<file path="src/rtl/msrx_pkg.sv">
package msrx_pkg;

  typedef enum logic [1:0] {
    RX_IDLE  = 2'd0,
    RX_START = 2'd1,
    RX_DATA  = 2'd2,
    RX_STOP  = 2'd3
  } rx_state_e;

endpackage

</file>
<file path="src/rtl/msrx_tick_gen.sv">
module msrx_tick_gen #(
  parameter int DIV = 160
) (
  input  logic clk,
  input  logic rst_n,
  output logic tick_o
);
  localparam int CW = (DIV > 1) ? $clog2(DIV) : 1;

  logic [CW-1:0] cnt_q, cnt_d;
  logic          wrap;

  assign wrap   = (cnt_q == CW'(DIV - 1));
  assign tick_o = wrap;

  always_comb begin
    cnt_d = wrap ? '0 : cnt_q + CW'(1);
  end

  always_ff @(posedge clk or negedge rst_n) begin
    if (!rst_n) cnt_q <= '0;
    else        cnt_q <= cnt_d;
  end
endmodule

</file>
<file path="src/rtl/msrx_sync2.sv">
module msrx_sync2 #(
  parameter int W = 4
) (
  input  logic         clk,
  input  logic         rst_n,
  input  logic [W-1:0] d_i,
  output logic [W-1:0] q_o
);
  logic [W-1:0] meta_q, sync_q;

  always_ff @(posedge clk or negedge rst_n) begin
    if (!rst_n) begin
      meta_q <= '1;
      sync_q <= '1;
    end else begin
      meta_q <= d_i;
      sync_q <= meta_q;
    end
  end

  assign q_o = sync_q;
endmodule

</file>
<file path="src/rtl/msrx_channel.sv">
module msrx_channel
  import msrx_pkg::*;
#(
  parameter int DATA_BITS     = 8,
  parameter int TICKS_PER_BIT = 4,
  parameter int START_TICKS   = 2
) (
  input  logic                 clk,
  input  logic                 rst_n,
  input  logic                 tick_i,
  input  logic                 line_i,
  output logic [DATA_BITS-1:0] data_o,
  output logic                 valid_o,
  output logic                 ferr_o
);
  localparam int PMAX = (TICKS_PER_BIT > START_TICKS) ? TICKS_PER_BIT : START_TICKS;
  localparam int PW   = $clog2(PMAX + 1);
  localparam int BW   = $clog2(DATA_BITS);

  rx_state_e            state_q, state_d;
  logic                 line_q;
  logic [PW-1:0]        phase_q, phase_d;
  logic [BW-1:0]        bit_q, bit_d;
  logic [DATA_BITS-1:0] shift_q, shift_d;
  logic [DATA_BITS-1:0] data_q, data_d;
  logic                 valid_q, valid_d;
  logic                 ferr_q, ferr_d;
  logic                 sample;

  assign sample = tick_i && (phase_q == PW'(1));

  always_comb begin
    state_d = state_q;
    phase_d = phase_q;
    bit_d   = bit_q;
    shift_d = shift_q;
    data_d  = data_q;
    valid_d = 1'b0;
    ferr_d  = 1'b0;
    if (state_q == RX_IDLE) begin
      if (line_q && !line_i) begin
        state_d = RX_START;
        phase_d = PW'(START_TICKS);
      end
    end else begin
      if (tick_i) phase_d = sample ? PW'(TICKS_PER_BIT) : phase_q - PW'(1);
      if (sample) begin
        unique case (state_q)
          RX_START: begin
            if (line_i) state_d = RX_IDLE;
            else begin
              state_d = RX_DATA;
              bit_d   = '0;
            end
          end
          RX_DATA: begin
            shift_d = {line_i, shift_q[DATA_BITS-1:1]};
            bit_d   = bit_q + BW'(1);
            if (bit_q == BW'(DATA_BITS - 1)) state_d = RX_STOP;
          end
          RX_STOP: begin
            state_d = RX_IDLE;
            if (line_i) begin
              valid_d = 1'b1;
              data_d  = shift_q;
            end else begin
              ferr_d  = 1'b1;
            end
          end
          default: state_d = RX_IDLE;
        endcase
      end
    end
  end

  always_ff @(posedge clk or negedge rst_n) begin
    if (!rst_n) begin
      state_q <= RX_IDLE;
      line_q  <= 1'b1;
      phase_q <= '0;
      bit_q   <= '0;
      shift_q <= '0;
      data_q  <= '0;
      valid_q <= 1'b0;
      ferr_q  <= 1'b0;
    end else begin
      state_q <= state_d;
      line_q  <= line_i;
      phase_q <= phase_d;
      bit_q   <= bit_d;
      shift_q <= shift_d;
      data_q  <= data_d;
      valid_q <= valid_d;
      ferr_q  <= ferr_d;
    end
  end

  assign data_o  = data_q;
  assign valid_o = valid_q;
  assign ferr_o  = ferr_q;
endmodule

</file>
<file path="src/rtl/multi_serial_rx.sv">
module multi_serial_rx #(
  parameter int NUM_CH        = 4,
  parameter int DATA_BITS     = 8,
  parameter int CLK_HZ        = 20_000_000,
  parameter int BAUD          = 31_250,
  parameter int TICKS_PER_BIT = 4,
  parameter int START_TICKS   = 2
) (
  input  logic                          clk,
  input  logic                          rst_n,
  input  logic [NUM_CH-1:0]             rx_i,
  output logic [NUM_CH*DATA_BITS-1:0]   data_o,
  output logic [NUM_CH-1:0]             valid_o,
  output logic [NUM_CH-1:0]             ferr_o
);
  localparam int TICK_DIV = CLK_HZ / (BAUD * TICKS_PER_BIT);

  logic              rst_meta_q, rst_sync_n;
  logic              tick;
  logic [NUM_CH-1:0] line_sync;

  always_ff @(posedge clk or negedge rst_n) begin
    if (!rst_n) begin
      rst_meta_q <= 1'b0;
      rst_sync_n <= 1'b0;
    end else begin
      rst_meta_q <= 1'b1;
      rst_sync_n <= rst_meta_q;
    end
  end

  msrx_tick_gen #(.DIV(TICK_DIV)) u_tick (
    .clk    (clk),
    .rst_n  (rst_sync_n),
    .tick_o (tick)
  );

  msrx_sync2 #(.W(NUM_CH)) u_sync (
    .clk   (clk),
    .rst_n (rst_sync_n),
    .d_i   (rx_i),
    .q_o   (line_sync)
  );

  for (genvar c = 0; c < NUM_CH; c++) begin : g_ch
    msrx_channel #(
      .DATA_BITS     (DATA_BITS),
      .TICKS_PER_BIT (TICKS_PER_BIT),
      .START_TICKS   (START_TICKS)
    ) u_ch (
      .clk     (clk),
      .rst_n   (rst_sync_n),
      .tick_i  (tick),
      .line_i  (line_sync[c]),
      .data_o  (data_o[c*DATA_BITS +: DATA_BITS]),
      .valid_o (valid_o[c]),
      .ferr_o  (ferr_o[c])
    );
  end
endmodule

</file>
<file path="config.mk">
export PLATFORM = sky130hd
export DESIGN_NAME = multi_serial_rx
export DESIGN_NICKNAME = d
export VERILOG_FILES = /design/src/rtl/msrx_pkg.sv /design/src/rtl/msrx_tick_gen.sv /design/src/rtl/msrx_sync2.sv /design/src/rtl/msrx_channel.sv /design/src/rtl/multi_serial_rx.sv
export SDC_FILE = /design/constraint.sdc
export NUM_CORES = 1
export LEC_CHECK = 0
export ABC_AREA = 0
export BUFFER_PORTS_ARGS = -buffer_cell sky130_fd_sc_hd__buf_2
export CELL_PAD_IN_SITES_DETAIL_PLACEMENT = 2
export CELL_PAD_IN_SITES_GLOBAL_PLACEMENT = 2
export CORE_MARGIN = 1.5
export CORE_UTILIZATION = 38
export DETAILED_ROUTE_END_ITERATION = 8
export GPL_ROUTABILITY_DRIVEN = 0
export PLACE_DENSITY = 0.72
export SETUP_SLACK_MARGIN = 0.5
export SYNTH_ARGS = -nofsm -noshare
export SYNTH_HDL_FRONTEND = slang
export SYNTH_SLANG_ARGS = --single-unit
</file>
<file path="constraint.sdc">
create_clock -name clk -period 5 [get_ports clk]
set_input_delay 1.25 -clock clk [delete_from_list [all_inputs] [get_ports clk]]
set_output_delay 1.25 -clock clk [all_outputs]
set_load 0.03 [all_outputs]
</file>
==> impl_metrics.tcl <==
set metrics [dict create \
    multi_input_area_sq_um 2232 \
    reg2regPathDepth 5 \
    worst_slack_ns 2.669 \
    leakage_nw 3.306 \
    slew_headroom_pct 43.75 \
    crit_family "simple AND/OR/NAND/NOR gates" \
    clk_transition_reported_paths_ns 0.06 \
    hpwl_um 8185 \
    drive_gt1_share_pct 33.93 \
    grt_pass1_wl_um 20800 \
    cts_tree "done" \
    drcViolationCount 0 \
    tightest_slew_ns 0.8438 \
    dp_slack_ns 2.634 \
    synth_compound_area_share_pct 5.919 \
    synthXorXnorAreaFrac_pct 0.7788 \
    synth.avg_cell_area_sq_um 12.84 \
    critPathLaunch "u_tick.cnt_q[0]" \
    cts.repair.resized 0 \
    timing.rr.start "u_tick.cnt_q[0]" \
    rsz0062_at_grt "false" \
    startpoint_type "flop" \
    path_class "flop to flop" \
    dr_total_vias 3509 \
    grtUsageTotal_pct 17.05 \
    vdd_ir_drop_max_mv 0.2432 \
    ios 46 \
    drtIter0Drc 110 \
    whs_path_depth 0 \
    clk_path_buf_depth 2 \
    cellPowerDensity_nw_per_um2 362.7 \
    root_buffer "clkbuf_16" \
    period_needed_ns 2.331 \
    synth_mux_area_share_pct 14.09 \
    vias_per_cell 5.123 \
    worstSetupPathDepth 5 \
    crit_slowest_cell "and3_1" \
    hold_viol 0 \
    antenna_found_initial 0 \
    status "finished clean" \
    worstPathCellList "ha_1 > nand4_1 > nor2_4 > and3_1 > mux2_2" \
    slew_viol_final 0 \
    worst-path-buf-inv 0 \
    rows 44 \
    syn-cell-area_sq_um 5623 \
    grt-ovfl-total 0 \
    clock-sinks 126 \
    crit_path_end_kind "flop" \
    synthAdderAreaFrac_pct 8.678 \
    fin_skew_ns 0.007594 \
    ant_nets 0 \
    critical_path_arrival_ns 2.63 \
    post-route-util_pct 45.39 \
    coreArea_sq_um 14480 \
    setup_tns_ns 0 \
    min_from "u_sync.meta_q[0]" \
    n_fill_cell 1449 \
    antenna_cells 0 \
    worst_hold_path_type "flop to flop" \
    grt_max_degree 66 \
    final_net_count 533 \
    port_buffers 45 \
    ys_ff_latch 126 \
    cap_violations 0 \
    finalCritPeriodShare_pct 46.62 \
    synth_cells 438 \
    final-seq-area_sq_um 3172 \
    die_area_sq_um 15540 \
    ys_warn_count 0 \
    dr.pass1.iters 4 \
    cts_made_buffers 17 \
    yosysUniqueCellTypes 48 \
    die_h_um 124.6 \
    fmax_mhz 429.0 \
    postCtsSetupBuffers 0 \
    crit_fanout 10 \
    start_util_pct 38.84 \
    wl_per_cell_um 17.32 \
    required_ns 5.30 \
    drt_wl_total_um 11870 \
    max_stage_delay_ns 0.47 \
    finalSetupViolCount 0 \
    clock_latency_ns 0.42 \
    syn2layout_area_growth_pct 16.89 \
    synth_simple_gate_area_share_pct 10.17 \
    ys_seq_area_share_pct 56.34 \
    syn-num-nets 483 \
    htreeDepth 4 \
    synth_top_family_by_area "multiplexers" \
    die_w_um 124.6 \
    grt_pass1_vias 4093 \
    hold_buffers 0 \
]
## placed cells by master (no fill, tap or decap), drive strengths merged, types with 12 or more instances in the layout
cell type / n
mux2: 65
clkbuf: 20
inv: 31
nand2: 20
ha: 39
dfstp: 12
nor2: 22
dfrtp: 114
o21ai: 26
buf: 46
## logic make-up after synthesis
group                    after synthesis
other                                  1
XOR/XNOR                               5
flip-flops                           126
multiplexers                          71
AND/OR/NAND/NOR                       98
AO/OA/AOI/OAI                         53
adder cells (fa/ha/maj)               39
buffers and inverters                 45
## cell usage after synthesis, drive strengths merged
cell,count,share of area (%)
xor2,2,0.31
o21ai,26,2.3
nand3,11,0.98
or3b,3,0.51
and2,1,0.11
dfrtp,114,51
nor3b,6,0.89
nor4b,1,0.42
a22o,2,0.31
inv,30,2.0
mux2i,6,1.1
nor2,22,1.9
and3b,1,0.16
nand4,3,0.33
o21a,1,0.13
or4,3,0.40
a21oi,9,0.80
o211ai,1,0.22
nand3b,2,0.27
a211oi,1,0.13
a2bb2oi,3,0.47
and3,8,0.89
a222oi,1,0.18
mux2,65,13
conb,1,0.067
o2111ai,1,0.16
xnor2,3,0.47
o32a,2,0.36
buf,14,1.9
a31oi,1,0.11
nor3,5,0.53
clkbuf,1,0.067
ha,39,8.7
nor2b,8,0.89
dfstp,12,5.6
o31ai,2,0.27
a311oi,3,0.47
nand2,20,1.4
or2,2,0.22
and4,2,0.31
## final timing paths
kind                                           end  slack (ns)
setup / recovery           g_ch[0].u_ch.shift_q[7]        2.67
hold / removal                       u_sync.q_o[0]        0.36
setup reg to reg           g_ch[0].u_ch.shift_q[7]        2.67
hold reg to reg                      u_sync.q_o[0]        0.36
max in group asynchronous  g_ch[1].u_ch.shift_q[3]        3.26
min in group asynchronous  g_ch[1].u_ch.shift_q[7]        0.44
## final cells by class
type / instances / share of cell area, %
inverters: 30 / 1.713
multi-input cells: 267 / 33.96
flip-flops and latches: 126 / 48.26
repair buffers: 46 / 3.541
well taps: 184 / 3.503
clock inverters: 12 / 2.075
clock buffers: 20 / 6.948
## registers in the layout, summed over array words and instances, names as in the netlist, 8 cells and up
register and cells:
g_ch.u_ch.data_o 32, g_ch.u_ch.shift_q 32, g_ch.u_ch.bit_q 12, g_ch.u_ch.phase_q 12
g_ch.u_ch.state_q 8, u_tick.cnt_q 8
## stage by stage
| step | cell area, sq um | power [mW] | hold slack (ns) | cells |
|---|---|---|---|---|
| after floorplan | 5623 | 1.144 | 0.3312 | 438 |
| after global placement | 5979 | 1.170 | 0.3367 | 653 |
| after detailed placement | 5979 | 1.178 | 0.3470 | 653 |
| after CTS | 6573 | 2.419 | 0.3587 | 685 |
| after global routing | 6573 | 2.484 | 0.3594 | 685 |
| final | 6573 | 2.384 | 0.3581 | 685 |
## routing by layer
metal	up-vias	wire length [um]	GRT usage, %
met4	0	208	7.099
met1	1825	5065	19.89
met2	47	6277	29.86
met3	16	312	4.253
li1	1621	-	-
met5	-	0	0
## power by group
group,switching (mW),leakage (nW),internal (mW)
clock network,0.463,0.283,0.762
logic,0.0573,1.35,0.0352
registers,0.0255,1.67,1.04
total,0.546,3.31,1.84
(Power assumes the default switching activity.)
